**src/rtl/fastlock_seq.sv**
```systemverilog
module fastlock_seq #(
  parameter int N_CELLS = 64,
  parameter int TW      = 8
) (
  input  logic              clk,
  input  logic              rst_n,
  input  logic              freq_wr,
  input  logic [TW-1:0]     cp_timeout,
  input  logic [TW-1:0]     sw12_timeout,
  input  logic [TW-1:0]     sw3_timeout,
  output logic [N_CELLS-1:0] cell_en,
  output logic              sw12_close,
  output logic              sw3_close,
  output logic              done
);
  localparam int LOG2N = $clog2(N_CELLS);
  localparam int STW   = $clog2(LOG2N + 1);
  localparam int CW    = LOG2N + 1;
  localparam logic [STW-1:0] STEP_MAX = STW'(LOG2N);

  logic [1:0]     div;
  logic           tick;
  logic [TW-1:0]  cp_cnt, sw12_cnt, sw3_cnt;
  logic           cp_exp;
  logic [STW-1:0] step;
  logic [CW-1:0]  active_n;

  assign done     = (step == STEP_MAX) && !sw12_close && !sw3_close;
  assign tick     = !done && (div == 2'd3);
  assign active_n = CW'(N_CELLS) >> step;

  always_ff @(posedge clk or negedge rst_n)
    if (!rst_n)       div <= '0;
    else if (freq_wr) div <= '0;
    else if (!done)   div <= div + 2'd1;

  always_ff @(posedge clk or negedge rst_n) begin
    if (!rst_n) begin
      cp_cnt <= '0; cp_exp <= 1'b1; step <= STEP_MAX;
    end else if (freq_wr) begin
      cp_cnt <= cp_timeout; cp_exp <= 1'b0; step <= '0;
    end else if (tick) begin
      if (!cp_exp) begin
        if (cp_cnt == '0) begin
          cp_exp <= 1'b1;
          step   <= step + 1'b1;
        end else begin
          cp_cnt <= cp_cnt - 1'b1;
        end
      end else if (step != STEP_MAX) begin
        step <= step + 1'b1;
      end
    end
  end

  always_ff @(posedge clk or negedge rst_n) begin
    if (!rst_n) begin
      sw12_cnt <= '0; sw12_close <= 1'b0;
    end else if (freq_wr) begin
      sw12_cnt <= sw12_timeout; sw12_close <= 1'b1;
    end else if (tick && sw12_close) begin
      if (sw12_cnt == '0) sw12_close <= 1'b0;
      else                sw12_cnt   <= sw12_cnt - 1'b1;
    end
  end

  always_ff @(posedge clk or negedge rst_n) begin
    if (!rst_n) begin
      sw3_cnt <= '0; sw3_close <= 1'b0;
    end else if (freq_wr) begin
      sw3_cnt <= sw3_timeout; sw3_close <= 1'b1;
    end else if (tick && sw3_close) begin
      if (sw3_cnt == '0) sw3_close <= 1'b0;
      else               sw3_cnt   <= sw3_cnt - 1'b1;
    end
  end

  for (genvar i = 0; i < N_CELLS; i++) begin : g_cell
    assign cell_en[i] = (CW'(i) < active_n);
  end

  p_bit0_on_r5: assert property (@(posedge clk) disable iff (!rst_n)
    cell_en[0]);

  p_thermo_r5: assert property (@(posedge clk) disable iff (!rst_n)
    $countones({1'b0, cell_en} + {{N_CELLS{1'b0}}, 1'b1}) == 1);

  p_write_r2: assert property (@(posedge clk) disable iff (!rst_n)
    freq_wr |=> (&cell_en) && sw12_close && sw3_close && !done);

  p_halve_r4: assert property (@(posedge clk) disable iff (!rst_n)
    !freq_wr |=> ($countones(cell_en) == $countones($past(cell_en))) ||
                 ($countones(cell_en) * 2 == $countones($past(cell_en))));

  p_tick_only_r3: assert property (@(posedge clk) disable iff (!rst_n)
    (!freq_wr && div != 2'd3) |=> $stable(cell_en) && $stable(sw12_close) && $stable(sw3_close));

  p_sw12_stay_open_r6: assert property (@(posedge clk) disable iff (!rst_n)
    (!freq_wr && !sw12_close) |=> !sw12_close);

  p_sw3_stay_open_r7: assert property (@(posedge clk) disable iff (!rst_n)
    (!freq_wr && !sw3_close) |=> !sw3_close);

  p_done_hold_r10: assert property (@(posedge clk) disable iff (!rst_n)
    (done && !freq_wr) |=> done && $stable(cell_en));
endmodule

```
**config.mk**
```make
export PLATFORM = sky130hd
export DESIGN_NAME = fastlock_seq
export DESIGN_NICKNAME = d
export VERILOG_FILES = /design/src/rtl/fastlock_seq.sv
export SDC_FILE = /design/constraint.sdc
export NUM_CORES = 1
export LEC_CHECK = 0
export ABC_AREA = 1
export BUFFER_PORTS_ARGS = -buffer_cell sky130_fd_sc_hd__buf_2
export CAP_MARGIN = 20
export CORE_ASPECT_RATIO = 1.1
export CORE_MARGIN = 2
export CORE_UTILIZATION = 40
export CTS_CLUSTER_SIZE = 12
export DETAILED_ROUTE_END_ITERATION = 6
export MAX_ROUTING_LAYER = met4
export PLACE_DENSITY = 0.66
export SETUP_SLACK_MARGIN = 0.05
export SLEW_MARGIN = 5
export SYNTH_ARGS = -nofsm -noshare
export SYNTH_HDL_FRONTEND = slang
export SYNTH_SLANG_ARGS = --single-unit
```
**constraint.sdc**
```tcl
create_clock -name clk -period 1.9 [get_ports clk]
set_input_delay 0.095 -clock clk [delete_from_list [all_inputs] [get_ports clk]]
set_output_delay 0.095 -clock clk [all_outputs]
set_load 0.1 [all_outputs]
```
==> impl_results.md <==
* Fin. Hold Viols at 0
* WL met3 at 326 um
* First-pass GRT wire length at 14100 um
* Vias per std cell at 5.10
* Area Overhead vs Synth at 90.5%
* Routed wire per std cell at 14.8 um
* Sink Count at 32
* CP required at 1.80 ns
* Reg2reg setup slack at 0.21 ns
* CP Capture Type: primary output
* Final slew viol count at 0
* Number of H-tree levels at 2
* N_diodes at 0
* # fillers at 434
* Routed WL at 9340 um
* Starting Density at 41.4%
* Largest area contributor in the netlist: dfrtp_1
* Grt ovf at 0
* Initial DRC Count at 139
* Final WS setup at -0.244 ns
* Final HPWL DP at 5760 um
* Sum Neg Setup Slack at -8.34 ns
* Root Driver: clkbuf_8
* Reg area at 807 um2
* CORE AREA at 0.00663 mm2
* Most used DFF post-synth: dfrtp_1
* Post-synth EDFFs at 0
* Most numerous cell in the Yosys netlist: nand2_1
* Worst Setup Start Kind: register
* Worst Hold Class: primary input to register
* Via Count at 3214
* Status: complete, but fails checks
* Ys async rst share at 100%
* Clk_lat worst skew at 0.29 ns
* DRC errors left at 0
* Number of I/O pins at 94
* Mapped Nets at 467
* Die X at 83.0 um
* CTS tree: done
* Final Cycle Share at 113%
* # port buffers at 93
* Setup Skew at 0.00905 ns
* Worst-path fanout max at 8
* Slew Limit Headroom at 66.0%
* Max layer used: met4
* Synth top area share at 26.4%
* Yosys cell types at 29
* DR WL met2 at 5100 um
* Top post-synthesis cells by area: dfrtp_1 26%, nand2_1 20%, inv_1 6.8%
* Critical Path AT at 2.05 ns
* Met1 wire length at 3820 um
* Chip Height at 90.9 um
* GRT Total Usage at 23.1%
* Antenna viol nets, final at 0
* Setup violators final at 55
* Clock slew seen by the registers of the worst setup and hold paths at 0.06 ns
* Rows at 31
* CTS buffer count at 5
* Syn. warnings at 0
* Largest net degree at the start of global routing at 29
* Fmax at 466 MHz
* #FFs+latches synth at 32
* Vias in the first global route at 3002
* Min cycle time layout at 2.14 ns
* R2R cell count at 9
* Initial antenna violation count at 0
* Worst Setup Path Type: register to primary output
* Worst-margin pin slew at 0.514 ns
* Worst hold path depth at 5
* Clk buf depth at 2
* Max cap viols at 0
* Commonest cells post-synth: 145 x nand2_1, 50 x inv_1, 41 x nor2_1
* Post-synthesis sequential area ratio at 29.3%
* Post-Syn Instances at 430
* Nets at 584
* Failing checks: negative setup slack
* Layout cells sized above 1 at 44.5%
* 1st-pass router iterations at 4
* Synthesized area at 0.00275 mm2
* GPL Wtd Cong at 0.939
* Multi-input gate area at 0.00219 mm2
* Die Footprint at 0.00754 mm2
* Post-Syn Area per Cell at 6.38 um2
* RSZ-0062 raised after global routing: yes
what timing repair did:
action / in CTS / in global routing
endpoints found under the setup margin: 63 / 72
hold buffers: 1 / 0
gates cloned: 2 / 1
endpoints found under the hold margin: 11 / 0
pin swaps: 6 / 3
setup buffers: 6 / 5
resized for setup: 96 / 29
flip-flops by register name (all words and copies together), names as in the netlist:
signal and flops:
cp_exp 1, div 2, cp_cnt 8, sw3_cnt 8
step 3, sw12_cnt 8, sw3_close 1, sw12_close 1
worst max-delay path, cell delays in order, from the launching register on:
cell,delay (ns)
dfstp_2,0.57
inv_4,0.05
ha_4,0.17
o21ai_4,0.23
inv_8,0.06
nor2_8,0.12
inv_8,0.04
nor2_8,0.19
clkinvlp_4,0.16
buf_12,0.18
placed cells by master, fill, tap and decap left out, types with 2 or more instances in the layout:
cell / instances
ha_4: 3
dfrtp_2: 2
nand2_8: 6
clkbuf_8: 6
nor2_1: 33
a21oi_2: 2
buf_12: 57
buf_2: 29
dfstp_2: 3
nand2_1: 129
buf_4: 15
nor2_4: 9
inv_4: 3
nand4_1: 3
dfrtp_1: 27
o21ai_4: 5
clkinvlp_4: 2
buf_6: 24
o22ai_1: 2
o21ai_0: 19
a21oi_4: 16
nand3_1: 28
inv_1: 44
ha_1: 6
or2_2: 5
a31oi_1: 4
nand2_2: 13
nand2_4: 4
o21ai_2: 13
inv_8: 4
inv_2: 3
nor2_8: 2
a21oi_1: 5
nor2_2: 4
a31oi_4: 8
clkbuf_1: 2
metrics by stage:
stage	setup slack [ns]	area (um2)	hold slack, ns	util, %	std cells
2_1_floorplan	-0.346	3400	-0.201	-	430
3_3_place_gp	-0.106	4480	-0.00877	67.5	607
3_5_place_dp	-0.150	4480	-0.0100	67.5	607
4_1_cts	-0.202	5040	0.102	76.1	624
5_1_grt	-0.307	5230	0.136	78.8	630
6_report	-0.244	5230	0.0981	78.8	630
area by class of cell:
class	count	area share [%]
clock buffer	8	1.72
inverter	56	4.88
multi-input combinational	322	42.0
sequential	32	15.4
tap	82	1.96
timing repair buffer	130	34.0
kinds of logic (layout without fill, tap and decap cells):
kind of cell | count (synthesis) | after routing | synth area share, %
simple gates | 237 | 237 | 37.5
fa+ha+maj | 10 | 10 | 4.56
compound gates | 75 | 75 | 16.5
buf+inv | 76 | 194 | 12.2
flops | 32 | 32 | 29.3
path summary, 6_finish.rpt:
| check | start | end |
|---|---|---|
| max in group asynchronous | rst_n | step[2] |
| min reg2reg | sw12_cnt[7] | sw12_cnt[7] |
| max reg2reg | step[2] | cp_cnt[6] |
| min | sw12_timeout[4] | sw12_cnt[4] |
| min in group asynchronous | rst_n | cp_cnt[6] |
| max | step[1] | cell_en[7] |
metal layers:
metal  up-vias  track usage [%]
met5         -                -
met4         0             5.60
met3         9             2.56
met2        94             41.9
met1      1503             27.3
li1       1608                -
Power is not shown: default switching activity piles up to over one toggle a cycle in this logic, so the estimate is an artifact.
